==> src/rtl/xbus_pkg.sv <==
package xbus_pkg;

  localparam int unsigned ADDR_W = 32;
  localparam int unsigned DATA_W = 32;
  localparam int unsigned LANES  = DATA_W / 8;

  typedef enum logic [2:0] {
    S_IDLE = 3'd0,
    S_ADDR = 3'd1,
    S_STRB = 3'd2,
    S_HOLD = 3'd3,
    S_GAP  = 3'd4,
    S_MISS = 3'd5
  } st_e;

  // Compare mask actually used: 1 MB floor, per-width ceiling on window size.
  function automatic logic [ADDR_W-1:0] eff_mask(input logic [ADDR_W-1:0] m,
                                                 input logic [1:0] w);
    logic [ADDR_W-1:0] force_hi;
    case (w)
      2'd0:    force_hi = 32'hC000_0000;
      2'd1:    force_hi = 32'hE000_0000;
      default: force_hi = 32'hF000_0000;
    endcase
    return (m | force_hi) & 32'hFFF0_0000;
  endfunction

  function automatic logic [1:0] last_beat(input logic [1:0] w);
    case (w)
      2'd0:    return 2'd0;
      2'd1:    return 2'd1;
      default: return 2'd3;
    endcase
  endfunction

  function automatic logic [ADDR_W-1:0] beat_addr(input logic [ADDR_W-1:0] a,
                                                  input logic [1:0] w,
                                                  input logic [1:0] k);
    logic [ADDR_W-1:0] word;
    word = {a[ADDR_W-1:2], 2'b00};
    case (w)
      2'd0:    return word;
      2'd1:    return word | {{(ADDR_W-2){1'b0}}, k[0], 1'b0};
      default: return word | {{(ADDR_W-2){1'b0}}, k};
    endcase
  endfunction

  function automatic logic [LANES-1:0] lane_strb_n(input logic [LANES-1:0] be,
                                                   input logic [1:0] w,
                                                   input logic [1:0] k);
    case (w)
      2'd0:    return ~be;
      2'd1:    return {2'b11, ~(k[0] ? be[3:2] : be[1:0])};
      default: return {3'b111, ~be[k]};
    endcase
  endfunction

  function automatic logic [DATA_W-1:0] lane_wdata(input logic [DATA_W-1:0] wd,
                                                   input logic [1:0] w,
                                                   input logic [1:0] k);
    case (w)
      2'd0:    return wd;
      2'd1:    return {16'h0000, (k[0] ? wd[31:16] : wd[15:0])};
      default: return {24'h00_0000, wd[k*8 +: 8]};
    endcase
  endfunction

  function automatic logic [DATA_W-1:0] merge_rdata(input logic [DATA_W-1:0] acc,
                                                    input logic [DATA_W-1:0] din,
                                                    input logic [1:0] w,
                                                    input logic [1:0] k);
    logic [DATA_W-1:0] res;
    res = acc;
    case (w)
      2'd0:    res = din;
      2'd1:    res[k[0]*16 +: 16] = din[15:0];
      default: res[k*8 +: 8] = din[7:0];
    endcase
    return res;
  endfunction

endpackage

==> src/rtl/xbus_decode.sv <==
module xbus_decode
  import xbus_pkg::*;
#(
  parameter int unsigned NCH   = 6,
  parameter int unsigned IDX_W = 3
) (
  input  logic [ADDR_W-1:0]     addr,
  input  logic [NCH-1:0]        en,
  input  logic [NCH*ADDR_W-1:0] base,
  input  logic [NCH*ADDR_W-1:0] mask,
  input  logic [NCH*2-1:0]      width,
  output logic                  hit,
  output logic [IDX_W-1:0]      sel
);

  logic [NCH-1:0] match;

  for (genvar g = 0; g < NCH; g++) begin : g_ch
    logic [ADDR_W-1:0] m_eff;
    assign m_eff    = eff_mask(mask[g*ADDR_W +: ADDR_W], width[g*2 +: 2]);
    assign match[g] = en[g] &&
                      (((addr ^ base[g*ADDR_W +: ADDR_W]) & m_eff) == '0);
  end

  // Scan from the top so the lowest claiming index is the one left standing.
  always_comb begin
    hit = 1'b0;
    sel = '0;
    for (int i = NCH - 1; i >= 0; i--) begin
      if (match[i]) begin
        hit = 1'b1;
        sel = IDX_W'(i);
      end
    end
  end

endmodule

==> src/rtl/xbus_tick.sv <==
module xbus_tick #(
  parameter int unsigned DIV_W = 2
) (
  input  logic             clk,
  input  logic             rst_n,
  input  logic             run,
  input  logic [DIV_W-1:0] div,
  output logic             tick
);

  logic [DIV_W-1:0] cnt;

  always_ff @(posedge clk or negedge rst_n) begin
    if (!rst_n) begin
      cnt <= '0;
    end else if (!run || cnt == div) begin
      cnt <= '0;
    end else begin
      cnt <= cnt + 1'b1;
    end
  end

  assign tick = run && (cnt == div);

endmodule

==> src/rtl/xbus_seq.sv <==
module xbus_seq
  import xbus_pkg::*;
#(
  parameter int unsigned PH_W = 4
) (
  input  logic            clk,
  input  logic            rst_n,
  input  logic            start,
  input  logic            start_hit,
  input  logic [PH_W-1:0] setup_n,
  input  logic [PH_W-1:0] hold_n,
  input  logic [1:0]      last_bt,
  input  logic            tick,
  input  logic            ack_n,
  output st_e             st,
  output logic [1:0]      beat,
  output logic            cap
);

  logic [PH_W-1:0] ph;

  assign cap = (st == S_STRB) && tick && !ack_n;

  always_ff @(posedge clk or negedge rst_n) begin
    if (!rst_n) begin
      st   <= S_IDLE;
      ph   <= '0;
      beat <= '0;
    end else begin
      case (st)
        S_IDLE: begin
          if (start) begin
            beat <= '0;
            ph   <= setup_n;
            if (!start_hit)         st <= S_MISS;
            else if (setup_n == '0) st <= S_STRB;
            else                    st <= S_ADDR;
          end
        end
        S_ADDR: begin
          if (tick) begin
            if (ph == PH_W'(1)) st <= S_STRB;
            ph <= ph - 1'b1;
          end
        end
        S_STRB: begin
          if (cap) begin
            ph <= hold_n;
            st <= (hold_n == '0) ? S_GAP : S_HOLD;
          end
        end
        S_HOLD: begin
          if (tick) begin
            if (ph == PH_W'(1)) st <= S_GAP;
            ph <= ph - 1'b1;
          end
        end
        S_GAP: begin
          if (beat == last_bt) begin
            st <= S_IDLE;
          end else begin
            beat <= beat + 1'b1;
            ph   <= setup_n;
            st   <= (setup_n == '0) ? S_STRB : S_ADDR;
          end
        end
        default: st <= S_IDLE;
      endcase
    end
  end

endmodule

==> src/rtl/xbus_lanes.sv <==
module xbus_lanes
  import xbus_pkg::*;
(
  input  logic              clk,
  input  logic              rst_n,
  input  logic              clr,
  input  logic              cap,
  input  logic [1:0]        w,
  input  logic [1:0]        k,
  input  logic [LANES-1:0]  be,
  input  logic [DATA_W-1:0] wdata,
  input  logic [DATA_W-1:0] din,
  output logic [LANES-1:0]  strb_n,
  output logic [DATA_W-1:0] dout,
  output logic [DATA_W-1:0] rdata
);

  assign strb_n = lane_strb_n(be, w, k);
  assign dout   = lane_wdata(wdata, w, k);

  always_ff @(posedge clk or negedge rst_n) begin
    if (!rst_n) begin
      rdata <= '0;
    end else if (clr) begin
      rdata <= '0;
    end else if (cap) begin
      rdata <= merge_rdata(rdata, din, w, k);
    end
  end

endmodule

==> src/rtl/xbus_cs_ctrl.sv <==
module xbus_cs_ctrl
  import xbus_pkg::*;
#(
  parameter int unsigned NCH     = 6,
  parameter int unsigned SETUP_W = 4,
  parameter int unsigned HOLD_W  = 4,
  parameter int unsigned DIV_W   = 2
) (
  input  logic                   clk,
  input  logic                   rst_n,
  input  logic                   req_valid,
  output logic                   req_ready,
  input  logic                   req_write,
  input  logic [31:0]            req_addr,
  input  logic [3:0]             req_be,
  input  logic [31:0]            req_wdata,
  output logic                   resp_done,
  output logic                   resp_err,
  output logic [31:0]            resp_rdata,
  input  logic [NCH-1:0]         cfg_en,
  input  logic [NCH*32-1:0]      cfg_base,
  input  logic [NCH*32-1:0]      cfg_mask,
  input  logic [NCH*2-1:0]       cfg_width,
  input  logic [NCH*DIV_W-1:0]   cfg_div,
  input  logic [NCH*SETUP_W-1:0] cfg_setup,
  input  logic [NCH*HOLD_W-1:0]  cfg_hold,
  input  logic [NCH-1:0]         cfg_bwe,
  output logic [31:0]            bus_addr,
  output logic [NCH-1:0]         bus_ce_n,
  output logic                   bus_oe_n,
  output logic                   bus_we_n,
  output logic [3:0]             bus_be_n,
  output logic [31:0]            bus_dout,
  output logic                   bus_doe,
  input  logic [31:0]            bus_din,
  input  logic                   bus_ack_n
);

  localparam int unsigned IDX_W = (NCH > 1) ? $clog2(NCH) : 1;
  localparam int unsigned PH_W  = (SETUP_W > HOLD_W) ? SETUP_W : HOLD_W;

  // Decode of the incoming request
  logic             dec_hit;
  logic [IDX_W-1:0] dec_sel;

  xbus_decode #(.NCH(NCH), .IDX_W(IDX_W)) u_dec (
    .addr  (req_addr),
    .en    (cfg_en),
    .base  (cfg_base),
    .mask  (cfg_mask),
    .width (cfg_width),
    .hit   (dec_hit),
    .sel   (dec_sel)
  );

  // Latched request and channel settings for the access in flight
  logic [IDX_W-1:0]   act_ch;
  logic [31:0]        act_addr;
  logic               act_wr;
  logic [3:0]         act_be;
  logic [31:0]        act_wd;
  logic [1:0]         act_w;
  logic [DIV_W-1:0]   act_div;
  logic [SETUP_W-1:0] act_setup;
  logic [HOLD_W-1:0]  act_hold;
  logic               act_bwe;

  st_e        st;
  logic [1:0] beat;
  logic       cap;
  logic       tick;
  logic       accept;
  logic       bus_active;
  logic       in_strobe;
  logic       last_done;

  assign req_ready = (st == S_IDLE);
  assign accept    = req_valid && req_ready;

  always_ff @(posedge clk or negedge rst_n) begin
    if (!rst_n) begin
      act_ch    <= '0;
      act_addr  <= '0;
      act_wr    <= 1'b0;
      act_be    <= '0;
      act_wd    <= '0;
      act_w     <= '0;
      act_div   <= '0;
      act_setup <= '0;
      act_hold  <= '0;
      act_bwe   <= 1'b0;
    end else if (accept && dec_hit) begin
      act_ch    <= dec_sel;
      act_addr  <= req_addr;
      act_wr    <= req_write;
      act_be    <= req_be;
      act_wd    <= req_wdata;
      act_w     <= cfg_width[dec_sel*2 +: 2];
      act_div   <= cfg_div[dec_sel*DIV_W +: DIV_W];
      act_setup <= cfg_setup[dec_sel*SETUP_W +: SETUP_W];
      act_hold  <= cfg_hold[dec_sel*HOLD_W +: HOLD_W];
      act_bwe   <= cfg_bwe[dec_sel];
    end
  end

  // Setup count is taken straight from the decoder at start, later from the latch.
  logic [PH_W-1:0] seq_setup;
  assign seq_setup = (st == S_IDLE) ? PH_W'(cfg_setup[dec_sel*SETUP_W +: SETUP_W])
                                    : PH_W'(act_setup);

  assign bus_active = (st == S_ADDR) || (st == S_STRB) || (st == S_HOLD);
  assign in_strobe  = (st == S_STRB);

  xbus_tick #(.DIV_W(DIV_W)) u_tick (
    .clk   (clk),
    .rst_n (rst_n),
    .run   (bus_active),
    .div   (act_div),
    .tick  (tick)
  );

  xbus_seq #(.PH_W(PH_W)) u_seq (
    .clk       (clk),
    .rst_n     (rst_n),
    .start     (accept),
    .start_hit (dec_hit),
    .setup_n   (seq_setup),
    .hold_n    (PH_W'(act_hold)),
    .last_bt   (last_beat(act_w)),
    .tick      (tick),
    .ack_n     (bus_ack_n),
    .st        (st),
    .beat      (beat),
    .cap       (cap)
  );

  logic [3:0]  lane_strb_raw;
  logic [31:0] lane_dout_raw;

  xbus_lanes u_lanes (
    .clk    (clk),
    .rst_n  (rst_n),
    .clr    (accept),
    .cap    (cap),
    .w      (act_w),
    .k      (beat),
    .be     (act_be),
    .wdata  (act_wd),
    .din    (bus_din),
    .strb_n (lane_strb_raw),
    .dout   (lane_dout_raw),
    .rdata  (resp_rdata)
  );

  // Pin drive
  for (genvar g = 0; g < NCH; g++) begin : g_ce
    assign bus_ce_n[g] = !(bus_active && (act_ch == IDX_W'(g)));
  end

  assign bus_addr  = bus_active ? beat_addr(act_addr, act_w, beat) : '0;
  assign bus_oe_n  = !(in_strobe && !act_wr);
  assign bus_we_n  = !(in_strobe && act_wr);
  assign bus_be_n  = (in_strobe && (act_wr || !act_bwe)) ? lane_strb_raw : 4'hF;
  assign bus_doe   = bus_active && act_wr;
  assign bus_dout  = bus_doe ? lane_dout_raw : '0;

  assign last_done = (st == S_GAP) && (beat == last_beat(act_w));
  assign resp_done = last_done || (st == S_MISS);
  assign resp_err  = (st == S_MISS);

endmodule

==> config.mk <==
export PLATFORM = sky130hd
export DESIGN_NAME = xbus_cs_ctrl
export DESIGN_NICKNAME = d
export VERILOG_FILES = /design/src/rtl/xbus_pkg.sv /design/src/rtl/xbus_decode.sv /design/src/rtl/xbus_tick.sv /design/src/rtl/xbus_seq.sv /design/src/rtl/xbus_lanes.sv /design/src/rtl/xbus_cs_ctrl.sv
export SDC_FILE = /design/constraint.sdc
export NUM_CORES = 1
export LEC_CHECK = 0
export BUFFER_PORTS_ARGS = -buffer_cell sky130_fd_sc_hd__buf_2
export CAP_MARGIN = 0
export CELL_PAD_IN_SITES_DETAIL_PLACEMENT = 2
export CELL_PAD_IN_SITES_GLOBAL_PLACEMENT = 2
export CORE_AREA = 2 2 269 271
export DETAILED_ROUTE_END_ITERATION = 8
export DIE_AREA = 0 0 271 273
export PLACE_DENSITY_LB_ADDON = 0.25
export SKIP_LAST_GASP = 1
export SYNTH_ARGS = -nofsm -noshare
export SYNTH_HDL_FRONTEND = slang
export SYNTH_SLANG_ARGS = --single-unit
==> constraint.sdc <==
create_clock -name clk -period 2.5 [get_ports clk]
set_input_delay 0.625 -clock clk [delete_from_list [all_inputs] [get_ports clk]]
set_output_delay 0.625 -clock clk [all_outputs]
set_load 0.01 [all_outputs]
==> results.toml, run 1 <==
[global_route]
antenna_found_initial = 19
grt.overflow.total = 0
grt_pass1_vias = 10800
grt_start_max_net_pins = 43
grt_usage_pct = 13.8
grt_pass1_wl_mm = 74.2

[sta]
whs_ps = 37.9
slew_viol_final = 0
tightest_slew_ps = 681
clock_skew_ps = 11.4
setup_viol = 123
hold_viol_final = 0
finalCritPeriodShare_pct = 119
slew_headroom_pct = 54.3
clock.fmax_ghz = 0.337
rsz0062_at_grt = "true"
fin_crit_ps = 2960
fin_ws_ps = -464

[clocking]
cts_root_buf = "clkbuf_16"
cts_tree = "done"
clock_sinks = 126
postCtsHoldBufs = 0
path_clk_slew_ps = 60
cts_buffers = 17
clk_latency_ps = 480
cts-htree-levels = 4
cts_buffer_depth = 2

[job]
drv_cap = 0

[die]
fp.dieArea_um2 = 74000
coreArea_um2 = 71000
fp-row-count = 98
die_w_um = 271
fp.dieH_um = 273
io_pins = 685
initial_utilization_pct = 11.8

[detailed_routing]
wl_mm = 52.0
drt-initial-drc-count = 309
drc = 0
dr_wl_met2_mm = 25.9
wl_met3_mm = 4.16
via_per_inst = 3.95
wl_per_cell_um = 21.4
drt-met1-wl_mm = 20.5
ant_nets = 0
drt-pass1-iter-count = 6
vias = 9596
top_layer_used = "met5"

[power_and_ir_drop]
powerDensity_nw_per_um2 = 753
p_leak_nw = 6.86
peakVddDrop_v = 0.000479

[cells_and_area]
layout_common_cells = "buf_2 (415), dfrtp_1 (123), buf_4 (108)"
areaGrowthSynthToFinish_pct = 73.7
final_nets = 2041
layout_commonest_cell = "buf_2"
final_layout_size_suffix_gt1_share_pct = 54.8
fin_area_um2 = 14600

[yosys]
yosys_most_used_dff = "dfrtp_1"
syn_area_per_cell_um2 = 9.14
synthCells = 919
ys_ff_latch = 126
async_reset_ff_share_pct = 100
yosysUniqueCellTypes = 58
yosysSeqAreaShare_pct = 37.5
syn_area_um2 = 8400
synth_warnings = 0
syn_nets = 1498
synth-edff-count = 0

[worst_setup_path]
required_ps = 2870
setup.worst_path.class = "primary input to flop"
reg2reg_from = "u_seq.beat[0]"
cp_max_fo = 8
setup.worst_path.start_class = "primary input"
ff2ff_path_depth = 8
cp_data_arrival_time_ps = 3330
reg2reg_to = "u_lanes.rdata[30]"
regToRegSetupSlack_ps = 220
end_kind = "flop"

[hold_path]
hold_path_class = "primary input to async pin"

[outcome]
violations = "negative setup slack"
status = "finished with violations"

[place]
dpl.hpwl_mm = 41.2
place_area_um2 = 12500
portBuffers = 430
gp_congestion = 0.884
## critical path: stages
cell	delay, ps
buf_8	100
xor2_2	190
buf_4	140
a22o_1	180
or4_4	490
o22ai_4	210
nor2b_4	60
buf_6	130
a222oi_1	330
mux2i_1	170
a21o_1	220
nand4_4	120
nor3_2	60
o41ai_2	270
## final cells by class
class	count	area, um^2
multi-input cells	707	5640
well taps	950	1190
flip-flops and latches	126	3160
clock buffers	18	429
inverters	24	93.8
clock inverters	14	135
fillers	8182	56400
repair buffers	586	3930
diodes	6	15.0
## routing by layer
layer / vias up / global-route usage, %
met5: - / 0
met4: 20 / 4.54
met3: 58 / 5.47
met2: 361 / 24.2
met1: 4717 / 15.3
li1: 4440 / -
## logic make-up (layout without fill, tap and decap cells)
| logic type | count (synthesis) | in the layout | share of synthesized area (%) |
|---|---|---|---|
| buffers and inverters | 87 | 642 | 4.36 |
| and+or+nand+nor | 288 | 289 | 16.8 |
| adders and majority gates | 6 | 6 | 0.893 |
| muxes | 95 | 95 | 12.5 |
| xor gates and xnor gates | 78 | 78 | 8.13 |
| other | 0 | 6 | 0 |
| AOI/OAI and AO/OA | 239 | 239 | 19.8 |
| DFF | 126 | 126 | 37.5 |
## cell usage after synthesis (all sizes together), types with 20 or more instances
cell | instances | area share (%)
xor2 | 51 | 5.3
o22ai | 24 | 1.9
o22a | 24 | 2.5
inv | 23 | 1.0
xnor2 | 27 | 2.8
a21oi | 50 | 3.0
a22oi | 22 | 2.0
dfrtp | 126 | 38
nor3 | 30 | 1.8
a211oi | 20 | 2.0
clkbuf | 40 | 1.8
nand2 | 77 | 3.4
nor2 | 71 | 3.2
and2 | 31 | 2.3
buf | 23 | 1.5
nand3 | 25 | 1.5
mux2 | 70 | 9.4
o21ai | 42 | 2.5
mux2i | 25 | 3.1
## what timing repair did
item | in CTS | in global routing
cloned | 12 | 2
resized for setup | 125 | 100
setup buffers | 25 | 25
setup endpoints to repair | 164 | 165
pin swaps | 37 | 41
## through the flow
stage | cells | power [mW] | utilization, % | setup slack [ps] | TNS [ps]
final | 2431 | 11.0 | 20.6 | -464 | -27260
after global routing | 2427 | 11.8 | 20.5 | -597 | -40930
after CTS | 2409 | 11.0 | 19.8 | -462 | -32300
after detailed placement | 2342 | 8.07 | 17.5 | -1170 | -77220
after global placement | 2342 | 7.95 | 17.5 | -1030 | -73460
after floorplan | 919 | 5.66 | - | -630 | -16720
## power breakdown
| part | switching [mW] | internal, mW |
|---|---|---|
| Clock | 1.13 | 1.38 |
| Sequential | 0.543 | 2.70 |
| Combinational | 2.84 | 2.40 |
## state kept, by name, indices dropped and copies added (netlist names)
register / count
u_seq.beat: 2
act_be: 4
act_ch: 3
u_tick.cnt: 2
act_setup: 4
u_seq.st: 3
act_wd: 32
act_w: 2
u_seq.ph: 4
u_lanes.rdata: 32
act_bwe: 1
act_hold: 4
act_addr: 30
act_wr: 1
act_div: 2
## worst max-delay path by stage
stage	endpoint	slack (ps)	from
4_1_cts	u_seq.st[0]	-460	req_addr[29]
6_report	u_seq.st[0]	-460	req_addr[20]
3_3_place_gp	u_seq.st[0]	-1030	req_addr[28]
5_1_grt	u_seq.st[0]	-600	req_addr[20]
2_1_floorplan	u_seq.st[0]	-630	req_addr[22]
3_5_place_dp	u_seq.st[0]	-1170	cfg_width[5]
Power figures use the tool's default switching activity.
==> inputs of run 2 (changes only) <==
--- a/config.mk
+++ b/config.mk
@@ -9,9 +9,9 @@
 export CAP_MARGIN = 0
 export CELL_PAD_IN_SITES_DETAIL_PLACEMENT = 2
 export CELL_PAD_IN_SITES_GLOBAL_PLACEMENT = 2
-export CORE_AREA = 2 2 269 271
+export CORE_AREA = 3 3 262 264
 export DETAILED_ROUTE_END_ITERATION = 8
-export DIE_AREA = 0 0 271 273
+export DIE_AREA = 0 0 265 267
 export PLACE_DENSITY_LB_ADDON = 0.25
 export SKIP_LAST_GASP = 1
 export SYNTH_ARGS = -nofsm -noshare
==> run 2 against run 1 <==
Net effect:
- the flow still finishes with violations (negative setup slack)
- sequential power about the same
- non-clock buffer count up 1
- clock power up 22%
- setup slack worse by 22 ps
- clock skew up 2.2 ps
- via count about the same
- worst hold slack better by 49 ps
- cell count down 2.6%
- core utilization up 1.8 points
- die area down 4.4%
- sequential cell count unchanged
- critical endpoint is now u_seq.st[1]
- highest routed layer unchanged
==> results.toml, run 2 (same netlist as run 1, synthesis figures left out) <==
[detailed_routing]
via_per_inst = 4.05
drt-initial-drc-count = 286
drt-pass1-iter-count = 4
top_layer_used = "met5"
wl_per_cell_um = 22.2
vias = 9587
dr_wl_met2_mm = 26.6
wl_met3_mm = 4.42
drc = 0
wl_mm = 52.5
ant_nets = 0
drt-met1-wl_mm = 20.4

[cells_and_area]
reg_top3 = "act_wd x32, u_lanes.rdata x32, act_addr x30"
nFillCells = 7712
layout_commonest_cell = "buf_2"
areaGrowthSynthToFinish_pct = 78.0
final_nets = 2042
final_util_pct = 22.4
register_area_um2 = 3160
multiInputGateArea_um2 = 5860
layout_common_cells = "buf_2 (415), dfrtp_1 (123), buf_4 (106)"
final_layout_size_suffix_gt1_share_pct = 56.0

[clocking]
clock_sinks = 126
cts_buffer_depth = 2
clk_latency_ps = 480
cts_tree = "done"
cts-htree-levels = 4
postCtsHoldBufs = 0
cts_buffers = 17
path_clk_slew_ps = 60
cts_root_buf = "clkbuf_16"

[sta]
slew_viol_final = 0
finalCritPeriodShare_pct = 119
hold_viol_final = 0
setup_viol = 113
clock.fmax_ghz = 0.335
rsz0062_at_grt = "true"
fin_crit_ps = 2990
tightest_slew_ps = 728
fin_ws_ps = -487
clock_skew_ps = 13.5
setup_tns_ps = -10790
whs_ps = 87.2
slew_headroom_pct = 51.3

[die]
initial_utilization_pct = 12.6
fp.dieArea_um2 = 70800
fp.dieH_um = 267
fp-row-count = 95
die_w_um = 265
io_pins = 685
coreArea_um2 = 66800

[worst_setup_path]
setup.worst_path.class = "primary input to flop"
required_ps = 2910
end_kind = "flop"
cp_slowest_stage_delay_ps = 580
cp_data_arrival_time_ps = 3400
cp_max_fo = 5
regToRegSetupSlack_ps = 120
crit_top_cell = "buf_12"
slowest_stage = "or4_4"
setup.worst_path.start_class = "primary input"
path_cells = "buf_12, buf_12, xor2_1, nand2_1, nand3_1, or4_4, a211oi_4, buf_12, a222oi_1, mux2_4, mux2i_4, nand4_4, buf_6, o21ai_2, o211a_1"

[job]
drv_cap = 0

[outcome]
violations = "negative setup slack"
status = "finished with violations"

[place]
dpl.hpwl_mm = 41.6
gp_congestion = 0.861
portBuffers = 430

[power_and_ir_drop]
internal_power_mw = 7.06
power_switching_mw = 4.56
p_comb_share_pct = 45.8
clkPwrFrac_pct = 26.2
swShare_pct = 39.3
peakVddDrop_v = 0.000447
p_leak_nw = 7.07
seq_power_share_pct = 28.0
powerDensity_nw_per_um2 = 777

[global_route]
grt_pass1_wl_mm = 74.8
grt_usage_pct = 14.6
grt_pass1_vias = 10900
grt_start_max_net_pins = 49
antenna_found_initial = 26
grt.overflow.total = 0

[hold_path]
hold_path_class = "primary input to async pin"
==> run 2: changes by cell type in the layout (fill, tap and decap cells not counted), sizes merged <==
cell	change
inv	-1
buf	+1
diode	+13
clkinv	+1
bufinv	+5
clkinvlp	-4
bufbuf	-1
==> run 2: layout make-up <==
type / count / share of cell area, %
antenna: 19 / 0.318
clock buffer: 17 / 2.84
clock inverter: 15 / 1.72
inverter: 24 / 0.628
multi-input combinational: 707 / 39.2
sequential: 126 / 21.1
tap: 873 / 7.30
timing repair buffer: 587 / 26.9
==> run 2: path summary, 6_finish.rpt <==
check	endpoint	cells after the start	from
setup / recovery	u_seq.st[1]	15	req_addr[20]
hold / removal	u_lanes.rdata[26]	1	rst_n
setup reg to reg	act_wd[31]	8	u_seq.st[1]
hold reg to reg	u_tick.cnt[0]	1	u_tick.cnt[0]
max in group asynchronous	act_addr[21]	2	rst_n
min in group clk	act_addr[7]	2	req_addr[7]
==> run 2: repair_timing <==
| item | 4_1_cts | 5_1_grt |
|---|---|---|
| setup endpoints to repair | 164 | 164 |
| resized for setup | 155 | 121 |
| pin swaps | 27 | 56 |
| gates cloned | 9 | 3 |
| setup buffers | 34 | 11 |
==> run 2: power by group through the flow <==
stage	logic [mW]	clock network [mW]	registers [mW]
floorplan	2.51	0	3.15
global placement	4.74	0	3.23
detailed placement	4.83	0	3.26
CTS	5.24	3.19	3.24
global route	5.88	3.25	3.35
finish	5.32	3.05	3.25
==> run 2: critical path, delay by kind of cell <==
family,cells,cell delay [ps]
buffers and inverters,4,530
AO/OA/AOI/OAI,4,690
multiplexers,2,490
AND/OR/NAND/NOR,4,910
XOR/XNOR,1,150
==> run 2: metrics by stage <==
| step | worst slack (ps) | power [mW] | instances | cell area [um^2] |
|---|---|---|---|---|
| after floorplan | -630 | 5.66 | 919 | 8640 |
| after global placement | -1110 | 7.97 | 2273 | 12500 |
| after detailed placement | -1160 | 8.09 | 2273 | 12500 |
| after CTS | -397 | 11.7 | 2347 | 14400 |
| after global routing | -635 | 12.5 | 2354 | 14900 |
| final | -487 | 11.6 | 2368 | 15000 |
==> run 2: routing by layer <==
metal,vias up,global-route usage (%)
met2,337,26.0
met3,63,6.15
met1,4699,15.9
li1,4462,-
met5,-,0
met4,26,3.78
==> inputs of run 3 (changes only) <==
--- a/config.mk
+++ b/config.mk
@@ -7,11 +7,9 @@
 export LEC_CHECK = 0
 export BUFFER_PORTS_ARGS = -buffer_cell sky130_fd_sc_hd__buf_2
 export CAP_MARGIN = 0
-export CELL_PAD_IN_SITES_DETAIL_PLACEMENT = 2
-export CELL_PAD_IN_SITES_GLOBAL_PLACEMENT = 2
-export CORE_AREA = 3 3 262 264
+export CORE_AREA = 3 3 265 267
 export DETAILED_ROUTE_END_ITERATION = 8
-export DIE_AREA = 0 0 265 267
+export DIE_AREA = 0 0 268 270
 export PLACE_DENSITY_LB_ADDON = 0.25
 export SKIP_LAST_GASP = 1
 export SYNTH_ARGS = -nofsm -noshare
==> run 3 against run 2 <==
Net effect:
- wire length fell by 9.5%
- the flow still finishes with violations (negative setup slack)
- critical path depth down 2
- via count down 1.7%
==> results.toml, run 3 (same netlist as run 1, synthesis figures left out) <==
[die]
initial_utilization_pct = 12.3
fp.dieArea_um2 = 72400
fp.dieH_um = 270
fp-row-count = 96
io_pins = 685
coreArea_um2 = 68300
die_w_um = 268

[cells_and_area]
reg_top3 = "act_wd x32, u_lanes.rdata x32, act_addr x30"
fin_area_um2 = 14400
final_nets = 2042
final_util_pct = 21.1
areaGrowthSynthToFinish_pct = 71.6
nFillCells = 7557
instances_no_fill = 2363
layout_common_cells = "buf_2 (411), dfrtp_1 (124), buf_4 (109)"
layout_commonest_cell = "buf_2"
final_layout_size_suffix_gt1_share_pct = 53.4

[sta]
fin_crit_ps = 3020
slew_headroom_pct = 46.6
clock_skew_ps = 15.3
tightest_slew_ps = 794
setup_tns_ps = -16500
setup_viol = 117
clock.fmax_ghz = 0.331
fin_ws_ps = -518
rsz0062_at_grt = "true"
hold_viol_final = 0
finalCritPeriodShare_pct = 121
whs_ps = 384
slew_viol_final = 0

[detailed_routing]
via_per_inst = 3.99
drt-pass1-iter-count = 5
drt-initial-drc-count = 471
ant_nets = 0
wl_mm = 47.5
drc = 0
vias = 9426
wl_per_cell_um = 20.1

[global_route]
grt_pass1_vias = 9900
grt.overflow.total = 0
grt_pass1_wl_mm = 66.5
antenna_found_initial = 14
grt_start_max_net_pins = 58
grt_usage_pct = 12.7

[power_and_ir_drop]
swShare_pct = 39.5
internal_power_mw = 6.55
seq_power_share_pct = 29.4
p_leak_nw = 6.87
power_switching_mw = 4.29
p_comb_share_pct = 47.1
powerDensity_nw_per_um2 = 752
peakVddDrop_v = 0.000407
p_total_mw = 10.8
clkPwrFrac_pct = 23.5

[clocking]
path_clk_slew_ps = 60
cts_buffer_depth = 2
clk_latency_ps = 470
cts_root_buf = "clkbuf_16"
cts_buffers = 17
clock_sinks = 126
cts_tree = "done"
cts-htree-levels = 4

[worst_setup_path]
cp_data_arrival_time_ps = 3380
cp_max_fo = 8
setup.worst_path.class = "primary input to flop"
end_kind = "flop"
required_ps = 2860
setup.worst_path.start_class = "primary input"

[place]
dpl.hpwl_mm = 36.9
place_ws_ps = -1090
portBuffers = 430
place_area_um2 = 12400
gp_congestion = 0.910
dpl.cell_count = 2276

[job]
drv_cap = 0

[hold_path]
hold_path_class = "primary input to flop"

[outcome]
violations = "negative setup slack"
status = "finished with violations"
[run 3: cell types whose count changed in the layout (fill, tap and decap cells not counted), moves of 5 or more]
cell     before  now
mux2_4       26    6
mux2i_1      10   15
xnor2_2      14    6
mux2_2       44   64
nand2_2       7    2
mux2i_4      11    2
buf_6        22   33
nand2_1      67   74
xnor2_1      12   19
buf_12       30   15
diode_2      19    6
[run 3: worst paths after layout]
path                                from           endpoint  slack [ps]  cells past startpoint
max                        cfg_base[150]        u_seq.st[0]        -520                     13
min                         req_addr[14]       act_addr[14]         380                      2
max reg2reg                  u_seq.st[2]       act_addr[29]         200                      8
min reg2reg                 act_setup[2]       act_setup[2]         490                      2
max in group asynchronous          rst_n        act_addr[3]        1270                      3
min in group asynchronous          rst_n  u_lanes.rdata[23]         590                      2
[run 3: area by class of cell]
class | count | area [um^2] | area share, %
Sequential cell | 126 | 3160 | 21.9
Clock inverter | 13 | 143 | 0.989
Timing Repair Buffer | 588 | 3990 | 27.7
Antenna cell | 6 | 15.0 | 0.104
Tap cell | 882 | 1100 | 7.66
Clock buffer | 18 | 439 | 3.05
Multi-Input combinational cell | 706 | 5480 | 38.0
Inverter | 24 | 90.1 | 0.625
[run 3: worst max-delay path: stages]
cell and delay (ps):
buf_8 100, xor2_4 180, a22o_4 280, or4_4 500, o22ai_4 210, buf_6 130
o21bai_4 100, a222oi_1 370, mux2i_2 150, a21o_1 250, nand4_4 120, nor3_2 60
o41ai_2 260
[run 3: power groups by stage]
stage               logic [mW]  registers (mW)  clock network (mW)
floorplan                 2.51            3.15                   0
global placement          4.64            3.21                   0
detailed placement        4.67            3.22                   0
CTS                       5.07            3.19                2.68
global route              5.56            3.27                2.75
finish                    5.10            3.19                2.55
[run 3: repair_timing]
action                                  CTS  global route
cloned                                   11             3
hold buffers                              1             0
gates resized for setup                 145            50
hold endpoints to repair                 22             0
pin swaps                                52            37
endpoints found under the setup margin  138           165
buffers inserted                         26            24
[run 3: metal layers]
layer  vias up  GRT usage (%)  wire (um)
met5         -              0         53
met4         8           4.33       1330
met3        66           4.58       3690
met2       425           22.6      23800
met1      4495           13.9      18600
li1       4432              -          -
